<file path="config.mk">
export PLATFORM = sky130hd
export DESIGN_NAME = warp_ctl
export DESIGN_NICKNAME = d
export VERILOG_FILES = /design/src/rtl/warp_ctl_pkg.sv /design/src/rtl/warp_ctl_dec.sv /design/src/rtl/warp_ctl_slot.sv /design/src/rtl/warp_ctl_csr.sv /design/src/rtl/warp_ctl.sv
export SDC_FILE = /design/constraint.sdc
export NUM_CORES = 1
export LEC_CHECK = 0
export CAP_MARGIN = 20
export CELL_PAD_IN_SITES_DETAIL_PLACEMENT = 1
export CELL_PAD_IN_SITES_GLOBAL_PLACEMENT = 1
export CORE_ASPECT_RATIO = 1.4
export CORE_MARGIN = 5
export CORE_UTILIZATION = 30
export CTS_CLUSTER_SIZE = 40
export DETAILED_ROUTE_END_ITERATION = 16
export GPL_TIMING_DRIVEN = 0
export PLACE_DENSITY_LB_ADDON = 0.08
export SLEW_MARGIN = 25
export SYNTH_ARGS = -nofsm -noshare
export SYNTH_HDL_FRONTEND = slang
export SYNTH_SLANG_ARGS = --single-unit
</file>
<file path="constraint.sdc">
create_clock -name clk_i -period 1.1 [get_ports clk_i]
set_clock_uncertainty 0.15 [all_clocks]
set_input_delay 0.22 -clock clk_i [delete_from_list [all_inputs] [get_ports clk_i]]
set_output_delay 0.22 -clock clk_i [all_outputs]
set_load 0.01 [all_outputs]
</file>
<file path="src/rtl/warp_ctl_pkg.sv">
package warp_ctl_pkg;
  typedef enum logic [2:0] {
    SUB_TMASK = 3'd0,
    SUB_SPAWN = 3'd1,
    SUB_SPLIT = 3'd2,
    SUB_JOIN  = 3'd3,
    SUB_BAR   = 3'd4
  } sub_op_e;

  localparam logic [11:0] CSR_LANE_ID = 12'h020;
  localparam logic [11:0] CSR_WARP_ID = 12'h021;
endpackage

</file>
<file path="src/rtl/warp_ctl_dec.sv">
module warp_ctl_dec
  import warp_ctl_pkg::*;
#(
  parameter int W    = 4,
  parameter int N    = 4,
  parameter int XLEN = 32
) (
  input  logic            valid_i,
  input  logic [2:0]      sub_i,
  input  logic [XLEN-1:0] cnt_i,
  output logic            tm_we_o,
  output logic [N-1:0]    tm_mask_o,
  output logic            tm_live_o,
  output logic [W-1:0]    spawn_sel_o,
  output logic            err_o
);
  logic is_tm, is_sp;

  always_comb begin
    is_tm = valid_i && (sub_i == SUB_TMASK);
    is_sp = valid_i && (sub_i == SUB_SPAWN);
    tm_we_o   = is_tm;
    tm_live_o = (cnt_i != '0);
    // thermometer: lane j enabled when j < count (saturates at N)
    for (int j = 0; j < N; j++) tm_mask_o[j] = (cnt_i > XLEN'(j));
    // warps 1..count-1; a count above W selects all, so the clamp is implicit
    spawn_sel_o[0] = 1'b0;
    for (int i = 1; i < W; i++) spawn_sel_o[i] = is_sp && (cnt_i > XLEN'(i));
    err_o = (is_tm && (cnt_i > XLEN'(N))) || (is_sp && (cnt_i > XLEN'(W)));
  end
endmodule

</file>
<file path="src/rtl/warp_ctl_slot.sv">
module warp_ctl_slot #(
  parameter int              N       = 4,
  parameter int              XLEN    = 32,
  parameter int              IDX     = 0,
  parameter logic [XLEN-1:0] BOOT_PC = '0
) (
  input  logic            clk_i,
  input  logic            rst_ni,
  input  logic            spawn_i,
  input  logic [XLEN-1:0] spawn_pc_i,
  input  logic            tm_we_i,
  input  logic [N-1:0]    tm_mask_i,
  input  logic            tm_live_i,
  output logic            active_o,
  output logic [N-1:0]    tmask_o,
  output logic [XLEN-1:0] pc_o,
  output logic            super_o
);
  localparam bit               BOOT    = (IDX == 0);
  localparam logic [N-1:0]     RST_TM  = BOOT ? N'(1) : '0;
  localparam logic [XLEN-1:0]  RST_PC  = BOOT ? BOOT_PC : '0;

  always_ff @(posedge clk_i or negedge rst_ni) begin
    if (!rst_ni) begin
      active_o <= BOOT;
      tmask_o  <= RST_TM;
      pc_o     <= RST_PC;
      super_o  <= BOOT;
    end else if (spawn_i) begin
      active_o <= 1'b1;
      tmask_o  <= N'(1);
      pc_o     <= spawn_pc_i;
      super_o  <= 1'b0;
    end else if (tm_we_i) begin
      active_o <= tm_live_i;
      tmask_o  <= tm_mask_i;
    end
  end
endmodule

</file>
<file path="src/rtl/warp_ctl_csr.sv">
module warp_ctl_csr
  import warp_ctl_pkg::*;
#(
  parameter int XLEN = 32,
  parameter int LW   = 2,
  parameter int WW   = 2
) (
  input  logic [11:0]     addr_i,
  input  logic [LW-1:0]   lane_i,
  input  logic [WW-1:0]   wid_i,
  output logic [XLEN-1:0] rdata_o,
  output logic            hit_o
);
  always_comb begin
    rdata_o = '0;
    hit_o   = 1'b0;
    unique case (addr_i)
      CSR_LANE_ID: begin rdata_o = XLEN'(lane_i); hit_o = 1'b1; end
      CSR_WARP_ID: begin rdata_o = XLEN'(wid_i);  hit_o = 1'b1; end
      default: ;
    endcase
  end
endmodule

</file>
<file path="src/rtl/warp_ctl.sv">
module warp_ctl #(
  parameter int              W       = 4,
  parameter int              N       = 4,
  parameter int              XLEN    = 32,
  parameter logic [XLEN-1:0] BOOT_PC = 32'h0000_1000,
  localparam int             WW      = (W > 1) ? $clog2(W) : 1,
  localparam int             LW      = (N > 1) ? $clog2(N) : 1
) (
  input  logic              clk_i,
  input  logic              rst_ni,
  input  logic              op_valid_i,
  input  logic [2:0]        op_sub_i,
  input  logic [WW-1:0]     op_wid_i,
  input  logic [XLEN-1:0]   op_src_a_i,
  input  logic [XLEN-1:0]   op_src_b_i,
  input  logic [11:0]       csr_addr_i,
  input  logic [LW-1:0]     csr_lane_i,
  input  logic [WW-1:0]     csr_wid_i,
  output logic [XLEN-1:0]   csr_rdata_o,
  output logic              csr_hit_o,
  output logic [W-1:0]      warp_active_o,
  output logic [W*N-1:0]    warp_tmask_o,
  output logic [W*XLEN-1:0] warp_pc_o,
  output logic [W-1:0]      warp_super_o,
  output logic              err_o
);
  logic         tm_we, tm_live, dec_err;
  logic [N-1:0] tm_mask;
  logic [W-1:0] spawn_sel;

  warp_ctl_dec #(.W(W), .N(N), .XLEN(XLEN)) u_dec (
    .valid_i     (op_valid_i),
    .sub_i       (op_sub_i),
    .cnt_i       (op_src_a_i),
    .tm_we_o     (tm_we),
    .tm_mask_o   (tm_mask),
    .tm_live_o   (tm_live),
    .spawn_sel_o (spawn_sel),
    .err_o       (dec_err)
  );

  for (genvar w = 0; w < W; w++) begin : g_slot
    logic sel;
    assign sel = tm_we && (op_wid_i == WW'(w));
    warp_ctl_slot #(.N(N), .XLEN(XLEN), .IDX(w), .BOOT_PC(BOOT_PC)) u_slot (
      .clk_i      (clk_i),
      .rst_ni     (rst_ni),
      .spawn_i    (spawn_sel[w]),
      .spawn_pc_i (op_src_b_i),
      .tm_we_i    (sel),
      .tm_mask_i  (tm_mask),
      .tm_live_i  (tm_live),
      .active_o   (warp_active_o[w]),
      .tmask_o    (warp_tmask_o[w*N +: N]),
      .pc_o       (warp_pc_o[w*XLEN +: XLEN]),
      .super_o    (warp_super_o[w])
    );
  end

  always_ff @(posedge clk_i or negedge rst_ni) begin
    if (!rst_ni) err_o <= 1'b0;
    else         err_o <= dec_err;
  end

  warp_ctl_csr #(.XLEN(XLEN), .LW(LW), .WW(WW)) u_csr (
    .addr_i  (csr_addr_i),
    .lane_i  (csr_lane_i),
    .wid_i   (csr_wid_i),
    .rdata_o (csr_rdata_o),
    .hit_o   (csr_hit_o)
  );
endmodule

</file>
# ---- Word-level counts from Yosys, hierarchy flattened
# Cells that the tools add are included.
# Widths: inputs -> output; s select.
dict set report classes {
  addsub 0
  multipliers 0
  div_mod_pow 0
  n_lt_le_gt_ge 5
  n_eq_ne 6
  shifts 0
  mux 14
  bitwise_logic 0
  reduce_logical 19
}
# op n
set ops {}
lappend ops {{$gt 32x1->1 const B} 2}
lappend ops {{$gt 32x2->1 const B} 2}
lappend ops {{$gt 32x3->1 const B} 1}
lappend ops {{$reduce_bool 32->1} 1}
lappend ops {{$eq 12x6->1 const B} 2}
lappend ops {{$mux 4} 6}
lappend ops {{$logic_and 1x1->1} 11}
lappend ops {{$mux 1} 7}
lappend ops {{$reduce_bool 2->1} 3}
lappend ops {{$eq 2x2->1 const B} 2}
lappend ops {{$pmux 2 s2} 1}
lappend ops {{$eq 3x1->1 const B} 1}
lappend ops {{$logic_not 3->1} 1}
lappend ops {{$eq 2x1->1 const B} 1}
lappend ops {{$logic_not 2->1} 1}
lappend ops {{$reduce_or 2->1} 1}
lappend ops {{$logic_or 1x1->1} 1}
dict set report word_totals {
  register_bits 117
  latchBits 0
  ramBits 0
  rom_bits 0
  output_inout_bits 186
  memories 0
}

# ---- Longest topological paths before layout
# Gate-level depths: netlist of the first run.
dict set report depth {
  ltp_word 5
  depth_mapped 6
}

# ---- By module
# Synthesis of the first run repeated with hierarchy kept, for this count alone.
dict set report hier_totals {
  hier_cells 420
  area_unflattened_um2 6633.9
}
# module n_inst cells_per_inst area_each_um2 seq_area_each_um2
set modules_own_cells {}
lappend modules_own_cells {{warp_ctl_slot at g_slot[1].u_slot ...} 3 86 1530.2 925.9}
lappend modules_own_cells {{warp_ctl_slot at g_slot[0].u_slot} 1 86 1490.2 955.9}
lappend modules_own_cells {warp_ctl_csr 1 39 290.3 0.0}
lappend modules_own_cells {warp_ctl_dec 1 32 200.2 0.0}
lappend modules_own_cells {warp_ctl 1 5 62.6 25.0}

# ---- Least setup slack after synthesis of the first run
# Ideal clock, no wire load.
dict set report synth_timing {
  path_kind {input port to flip-flop}
  start {input op_src_a_i[29]}
  end {register g_slot[3].u_slot.pc_o[10]}
  t_arrival_ns 1.666
  required_ns 0.825
  setup_slack_ns -0.840
  cell_stages 6
  path_cell_list {nor4_2 > nand4_2 > or2_1 > nand2_2 > buf_6 > mux2_2}
}
dict set report synth_between {
  elab_chain_len 2
}
# item line
set synth_rtl {}
lappend synth_rtl {{from (decl)} warp_ctl.sv:14} ;# input logic [XLEN-1:0] op_src_a_i,
lappend synth_rtl {{$gt 32x2->1} warp_ctl_dec.sv:28} ;# for (int i = 1; i < W; i++) spawn_sel_o[i] = is_sp && (cnt_i > XLEN'(i));
lappend synth_rtl {{$logic_and 1x1->1} warp_ctl_dec.sv:28}
lappend synth_rtl {{to (signal assigned)} warp_ctl_slot.sv:32} ;# pc_o <= spawn_pc_i;
lappend synth_rtl {{to (decl)} warp_ctl_slot.sv:16} ;# output logic [XLEN-1:0] pc_o,
# Every way passes these cells.
# A chain may end at the register's enable or synchronous reset.

# ---- Worst setup path in the final report of the first run
dict set report layout_timing {
  start {input op_src_a_i[12]}
  end {register g_slot[2].u_slot.pc_o[26]}
}
dict set report layout_between {
  elab_chain_len 2
}
# item line
set layout_rtl {}
lappend layout_rtl {{$gt 32x2->1} warp_ctl_dec.sv:28}
lappend layout_rtl {{$logic_and 1x1->1} warp_ctl_dec.sv:28}
lappend layout_rtl {{to (signal assigned)} warp_ctl_slot.sv:32}
lappend layout_rtl {{to (decl)} warp_ctl_slot.sv:16}
# Every way passes these cells.

==> qor.txt, run 1 <==
status = finished, violations left
failing checks = negative hold slack, negative setup slack
cell count after placement = 887
WP buf/inv = 6
layout net count = 877
reg2reg end = g_slot[2].u_slot.tmask_o[2]
number of global-route vias before repair = 4941
DRT antenna net count = 0
static leakage = 0.00499 µW
initial antenna violation count = 0
Chip Height = 166 µm
CP Cell Sequence = buf_6, nor4_4, nand4_2, buf_6, buf_6, nor2_4, a21oi_4, buf_6, buf_6, buf_8, mux2_4
most instantiated cells after synthesis = 112 x dfrtp_1, 74 x buf_4, 68 x mux2_2
met3 Track Usage GR = 5.83%
GR peak layer = met2
Yosys warning count = 0
Core Area = 0.0172 mm²
DRC violations left = 0
critical path capture point type = register
clk_lat worst skew = 0.41 ns
pre-CTS WS = -1.55 ns
CTS Buf Count = 17
grt met1 use = 19.6%
Via Count = 4399
area share of the largest cell type after synthesis = 53.8%
slack of the worst reg-to-reg path = -0.14 ns
Syn Inst Count = 380
Final Cell Area = 0.0101 mm²
1st-iter DRT viols = 73
Synth area leader = dfrtp_1
die area = 0.0201 mm²
die width = 121 µm
root buf cell = clkbuf_16
Final min period = 1.82 ns
n_diodes = 0
DR pass1 iterations = 4
r2r startpoint = g_slot[2].u_slot.tmask_o[2]
Syn Area/Cell = 13.7 µm²
Ports = 274
CTS max path bufs = 2
final hold violation count = 68
synthesis-to-layout area growth = 93.9%
GR Layer Usage met2 = 35.1%
Worst-path clk slew = 0.06 ns
Worst Path Arrival = 1.96 ns
Fmax = 551 MHz
Port Buf Inserts = 206
Slowest-stage cell, CP = nor4_4
Tot GR Track Use = 18.6%
Sink Count = 113
CP required = 1.24 ns
WS Path Type = in -> reg
CTS tree = built
most frequent cell after synthesis = dfrtp_1
worst-margin pin slew = 0.699 ns
Slew Limit Fails = 0
Final Routed Wirelength = 19400 µm
dpl hpwl = 12700 µm
post-DR vias/cell = 4.24
Reg2Reg Depth = 4
Post-Layout Cell Count = 1038
top_reg_cell synth = dfrtp_1
H-tree depth = 4
worst-path maximum fanout = 5
Synth Cell Area = 0.00521 mm²
grt ovf = 0
RSZ-0062 raised after global routing = true
peak per-stage delay on the critical path = 0.31 ns
DP Area = 0.00815 mm²
Setup crit start kind = input port
final worst-path setup slack = -0.716 ns
CP top delay family = buffers and inverters
largest net degree at the start of global routing = 70
Final setup viols = 233
Seq/Total Area, Yosys = 54.3%
Pwr Density = 1650 mW/mm²
flops & latches, synth = 113
Routed wire per std cell = 18.7 µm
HP Class = in -> async
cell repeated most along the worst path = buf_6
synth top area cells = dfrtp_1 54%, mux2_2 15%, buf_4 11%
floorplan row count = 57
Tcrit/Tclk final = 165%
final hold slack = -0.333 ns
max-cap violation count = 0
utilization after layout = 58.8%
gpl congestion = 0.737
Worst slew margin = 53.4%
number of enable flip-flop cells after synthesis = 0
first-pass GRT wire length = 29000 µm
Max IR drop VDD = 836 µV
layout cell share with drive strength beyond 1 = 66.5%
Synth async-reset ratio = 100%
Distinct cells, synth = 39
Initial Utilization = 30.3%
==> layout make-up <==
type | instances | area, µm²
fill | 1744 | 7090
timing repair buffer | 332 | 3250
sequential | 113 | 2830
multi-input combinational | 244 | 2410
buffer | 79 | 691
clock buffer | 17 | 425
tap | 236 | 295
clock inverter | 15 | 195
inverter | 2 | 7.51
==> worst register-to-register path, cell delays in order, from the launching register on <==
cell	delay, ns
dfrtp_1	0.40
buf_4	0.14
nor3b_1	0.13
a22oi_1	0.22
o22ai_2	0.08
==> worst max-delay path by stage <==
stage / end / depth (start not counted) / slack [ns] / start
floorplan: g_slot[3].u_slot.pc_o[10] / 6 / -0.78 / op_src_a_i[7]
finish: g_slot[2].u_slot.pc_o[26] / 11 / -0.72 / op_src_a_i[12]
global placement: g_slot[2].u_slot.pc_o[11] / 1 / -4.84 / rst_ni
CTS: g_slot[2].u_slot.pc_o[26] / 11 / -0.68 / op_src_a_i[5]
detailed placement: g_slot[1].u_slot.pc_o[13] / 7 / -1.55 / op_src_a_i[7]
global route: g_slot[2].u_slot.pc_o[26] / 11 / -0.74 / op_src_a_i[2]
==> placed cells by master (no fill, tap or decap), drive strengths merged, types with 2 or more instances in the layout <==
cell,instances
nor4,8
buf,354
dfrtp,112
nor3b,3
nor4b,2
nor2,19
nand3,2
a21oi,6
inv,10
and2,2
mux2,96
clkinv,3
a22oi,2
nor3,7
nand2,9
mux2i,3
bufinv,3
a211oi,5
dlygate4sd2,5
clkbuf,18
nand4,3
clkdlybuf4s50,37
o22ai,5
clkdlybuf4s15,13
conb,66
==> routing by layer <==
| layer | part of all wire [%] | routed length, µm |
|---|---|---|
| met1 | 35 | 6850 |
| met2 | 56 | 11000 |
| met3 | 6.9 | 1340 |
| met4 | 1.4 | 270 |
| met5 | 0 | 0 |
==> state kept, by name, summed over array words and instances (netlist names) <==
register                cells
err_o                       1
g_slot.u_slot.tmask_o      14
g_slot.u_slot.active_o      2
g_slot.u_slot.pc_o         96
==> power breakdown <==
part | internal (µW) | leakage (µW) | switching, µW
Sequential | 5030 | 0.00136 | 591
Combinational | 3300 | 0.00333 | 1890
Clock | 3640 | 0.000303 | 2260
==> cells by family after synthesis <==
group | count (synthesis) | synth area share, %
flops | 113 | 54.3
mux | 99 | 23.2
buf+inv | 87 | 12.5
simple gates | 59 | 7.33
compound gates | 20 | 2.47
other cells | 2 | 0.144
==> stage by stage <==
step                      hold slack (ns)  setup TNS [ns]  total power [µW]
after floorplan                    -0.226          -76.04              7370
after global placement              0.339         -722.30              9930
after detailed placement            0.132         -181.63             10100
after CTS                          -0.321          -94.19             16300
after global routing               -0.292         -103.39             17500
final                              -0.333          -93.84             16700
==> timing repair <==
item	CTS	global route
cloned	8	0
endpoints found under the setup margin	233	233
pin swaps	32	22
buffers inserted	87	37
resized for setup	790	55
hold endpoints to repair	68	68
Power figures use the tool's default switching activity.
==> inputs of run 2 (changes only) <==
--- a/config.mk
+++ b/config.mk
@@ -13,7 +13,6 @@
 export CORE_UTILIZATION = 30
 export CTS_CLUSTER_SIZE = 40
 export DETAILED_ROUTE_END_ITERATION = 16
-export GPL_TIMING_DRIVEN = 0
 export PLACE_DENSITY_LB_ADDON = 0.08
 export SLEW_MARGIN = 25
 export SYNTH_ARGS = -nofsm -noshare
==> run 2 against run 1 <==
Effect of this change: non-clock buffer count shrank 50; flip-flop and latch count is the same; total power shrank 1.4%; critical endpoint is now g_slot[1].u_slot.pc_o[10]; combinational power shrank 2%; cell area shrank 4.6%; largest power group unchanged; global-route usage shrank 0.90 points; clock power shrank 2%; via count shrank 4.1%; cell count shrank 4.8%; critical path depth shrank 2; first-iteration DRC count grew 36%; the flow still finishes with violations (negative hold slack, negative setup slack); register-to-register slack lost 0.09 ns.
==> qor.txt, run 2 (same netlist as run 1, synthesis figures left out) <==
status = finished, violations left
failing checks = negative hold slack, negative setup slack
Largest Register = g_slot.u_slot.pc_o
Final setup viols = 233 (unchanged)
WS Path Type = in -> reg
Final Routed Wirelength = 18600 µm (-4.2%)
Fmax = 571 MHz (+3.8%)
CP required = 1.24 ns (about the same)
Routed wire per std cell = 18.8 µm (+0.64%)
max reg flops = 96 (unchanged)
most common cell after layout, fill and taps aside = buf_6
sw power = 4560 µW (-3.7%)
Worst Path Arrival = 1.89 ns (-0.07 ns)
Core Area = 0.0172 mm² (unchanged)
most frequent cells in the layout = 114 x buf_6, 112 x dfrtp_1, 111 x buf_4
synthesis-to-layout area growth = 85.0%
Max IR drop VDD = 959 µV (+15%)
combinational power share = 30.9% (-0.2 points)
root buf cell = clkbuf_16
final hold slack = -0.0621 ns (+0.271 ns)
Setup crit start kind = input port
highest metal used = met4
floorplan row count = 57 (unchanged)
Slew Limit Fails = 0 (unchanged)
met3 WL = 1300 µm (-2.9%)
clk_lat worst skew = 0.41 ns (about the same)
Ports = 274 (unchanged)
DR pass1 iterations = 4 (unchanged)
r2r startpoint = g_slot[2].u_slot.tmask_o[2]
H-tree depth = 4 (unchanged)
1st-iter DRT viols = 99 (+36%)
Chip Height = 166 µm (unchanged)
CTS Buf Count = 17 (unchanged)
RSZ-0062 raised after global routing = true
Sink Count = 113 (unchanged)
switching share of power = 27.7% (-0.66 points)
die area = 0.0201 mm² (unchanged)
dpl hpwl = 12300 µm (-2.6%)
HP Class = in -> reg
CTS max path bufs = 2 (unchanged)
first-pass GRT wire length = 27400 µm (-5.4%)
static leakage = 0.00467 µW (-6.5%)
Worst-path clk slew = 0.05 ns (about the same)
DRT antenna net count = 0 (unchanged)
number of global-route vias before repair = 4729 (-4.3%)
DRC violations left = 0 (unchanged)
met2 wire length = 10600 µm (-3.5%)
cts hold-fix bufs = 1
n_diodes = 0 (unchanged)
Port Buf Inserts = 207 (+0.49%)
grt ovf = 0 (unchanged)
Pwr Density = 1710 mW/mm² (+3.4%)
layout cell share with drive strength beyond 1 = 65.4% (-1.0 points)
CTS tree = built
gpl congestion = 0.724 (-1.8%)
largest registers = g_slot.u_slot.pc_o: 96 flops, g_slot.u_slot.tmask_o: 14 flops, g_slot.u_slot.active_o: 2 flops
pre-CTS WS = -1.39 ns (+0.157 ns)
slack of the worst reg-to-reg path = -0.23 ns (-0.09 ns)
sequential power share = 34.1% (+0.4 points)
Tot GR Track Use = 17.7% (-0.90 points)
max-cap violation count = 0 (unchanged)
Hold Crit Start = op_sub_i[1]
largest net degree at the start of global routing = 54 (-23%)
layout net count = 827 (-5.7%)
post-DR vias/cell = 4.27 (+0.76%)
Tcrit/Tclk final = 159% (-6.0 points)
met1 wire length = 6440 µm (-5.9%)
final worst-path setup slack = -0.650 ns (+0.0659 ns)
critical path capture point type = register
Initial Utilization = 30.3% (unchanged)
Via Count = 4219 (-4.1%)
CP Launch Point = op_src_a_i[15]
power share of the clock group = 35.0% (-0.3 points)
worst-path maximum fanout = 8 (+3)
final hold violation count = 1 (-99%)
Final min period = 1.75 ns (-0.0659 ns)
die width = 121 µm (unchanged)
Internal = 11900 µW (-0.45%)
initial antenna violation count = 0 (unchanged)
## run 2: changes by cell type in the layout (fill, tap and decap cells not counted), sizes merged
cell / before / now
clkinvlp: 1 / 4
dlymetal6s2s: 1 / 0
buf: 354 / 299
bufbuf: 0 / 1
clkdlybuf4s15: 13 / 9
clkdlybuf4s50: 37 / 38
dlygate4sd3: 0 / 1
inv: 10 / 6
clkbuf: 18 / 26
## run 2: stage by stage
step	utilization (%)	cell area [µm²]	setup TNS (ns)	std cells	power, µW
after floorplan	-	5760	-76.04	444	7370
after global placement	46.2	7940	-161.16	854	9980
after detailed placement	46.2	7940	-163.01	854	10100
after CTS	53.1	9130	-88.88	952	16000
after global routing	56.1	9630	-98.87	988	17300
final	56.1	9630	-89.19	988	16500
## run 2: power by group through the flow
stage / sequential, µW / clock, µW / combinational [µW]
after global routing: 5720 / 6110 / 5430
after detailed placement: 5590 / 0 / 4490
after CTS: 5590 / 5900 / 4550
after floorplan: 5940 / 0 / 1430
final: 5620 / 5760 / 5100
after global placement: 5560 / 0 / 4420
## run 2: critical path, cell delays in order
cell and delay (ns):
buf_6 0.09, nor4_4 0.36, nand4_4 0.15, buf_6 0.16
nor3_4 0.20, nor2_4 0.11, buf_12 0.15, buf_16 0.14
mux2_4 0.29
## run 2: cell type report
cell class	instances	area, µm²
fill	1764	7550
timing repair buffer	361	3450
sequential	113	2830
multi-input combinational	244	2430
clock buffer	18	439
tap	236	295
clock inverter	14	178
inverter	2	7.51
## run 2: worst paths after layout
path | end | depth (start not counted)
hold reg to reg | g_slot[1].u_slot.pc_o[17] | 1
hold / removal | err_o | 3
setup / recovery | g_slot[1].u_slot.pc_o[10] | 9
max in group asynchronous | g_slot[1].u_slot.pc_o[11] | 3
setup reg to reg | g_slot[2].u_slot.tmask_o[2] | 5
min in group asynchronous | g_slot[3].u_slot.pc_o[20] | 3
## run 2: repair_timing
action | 4_1_cts | 5_1_grt
setup buffers | 59 | 36
pin swaps | 34 | 11
endpoints found under the setup margin | 233 | 233
gates resized for setup | 766 | 48
endpoints found under the hold margin | 114 | 1
gates cloned | 8 | 2
## run 2: layer usage
| metal | GRT usage (%) | vias up |
|---|---|---|
| li1 | - | 1905 |
| met1 | 18.2 | 2137 |
| met2 | 33.6 | 158 |
| met3 | 5.38 | 19 |
| met4 | 5.66 | 0 |
| met5 | 0 | - |
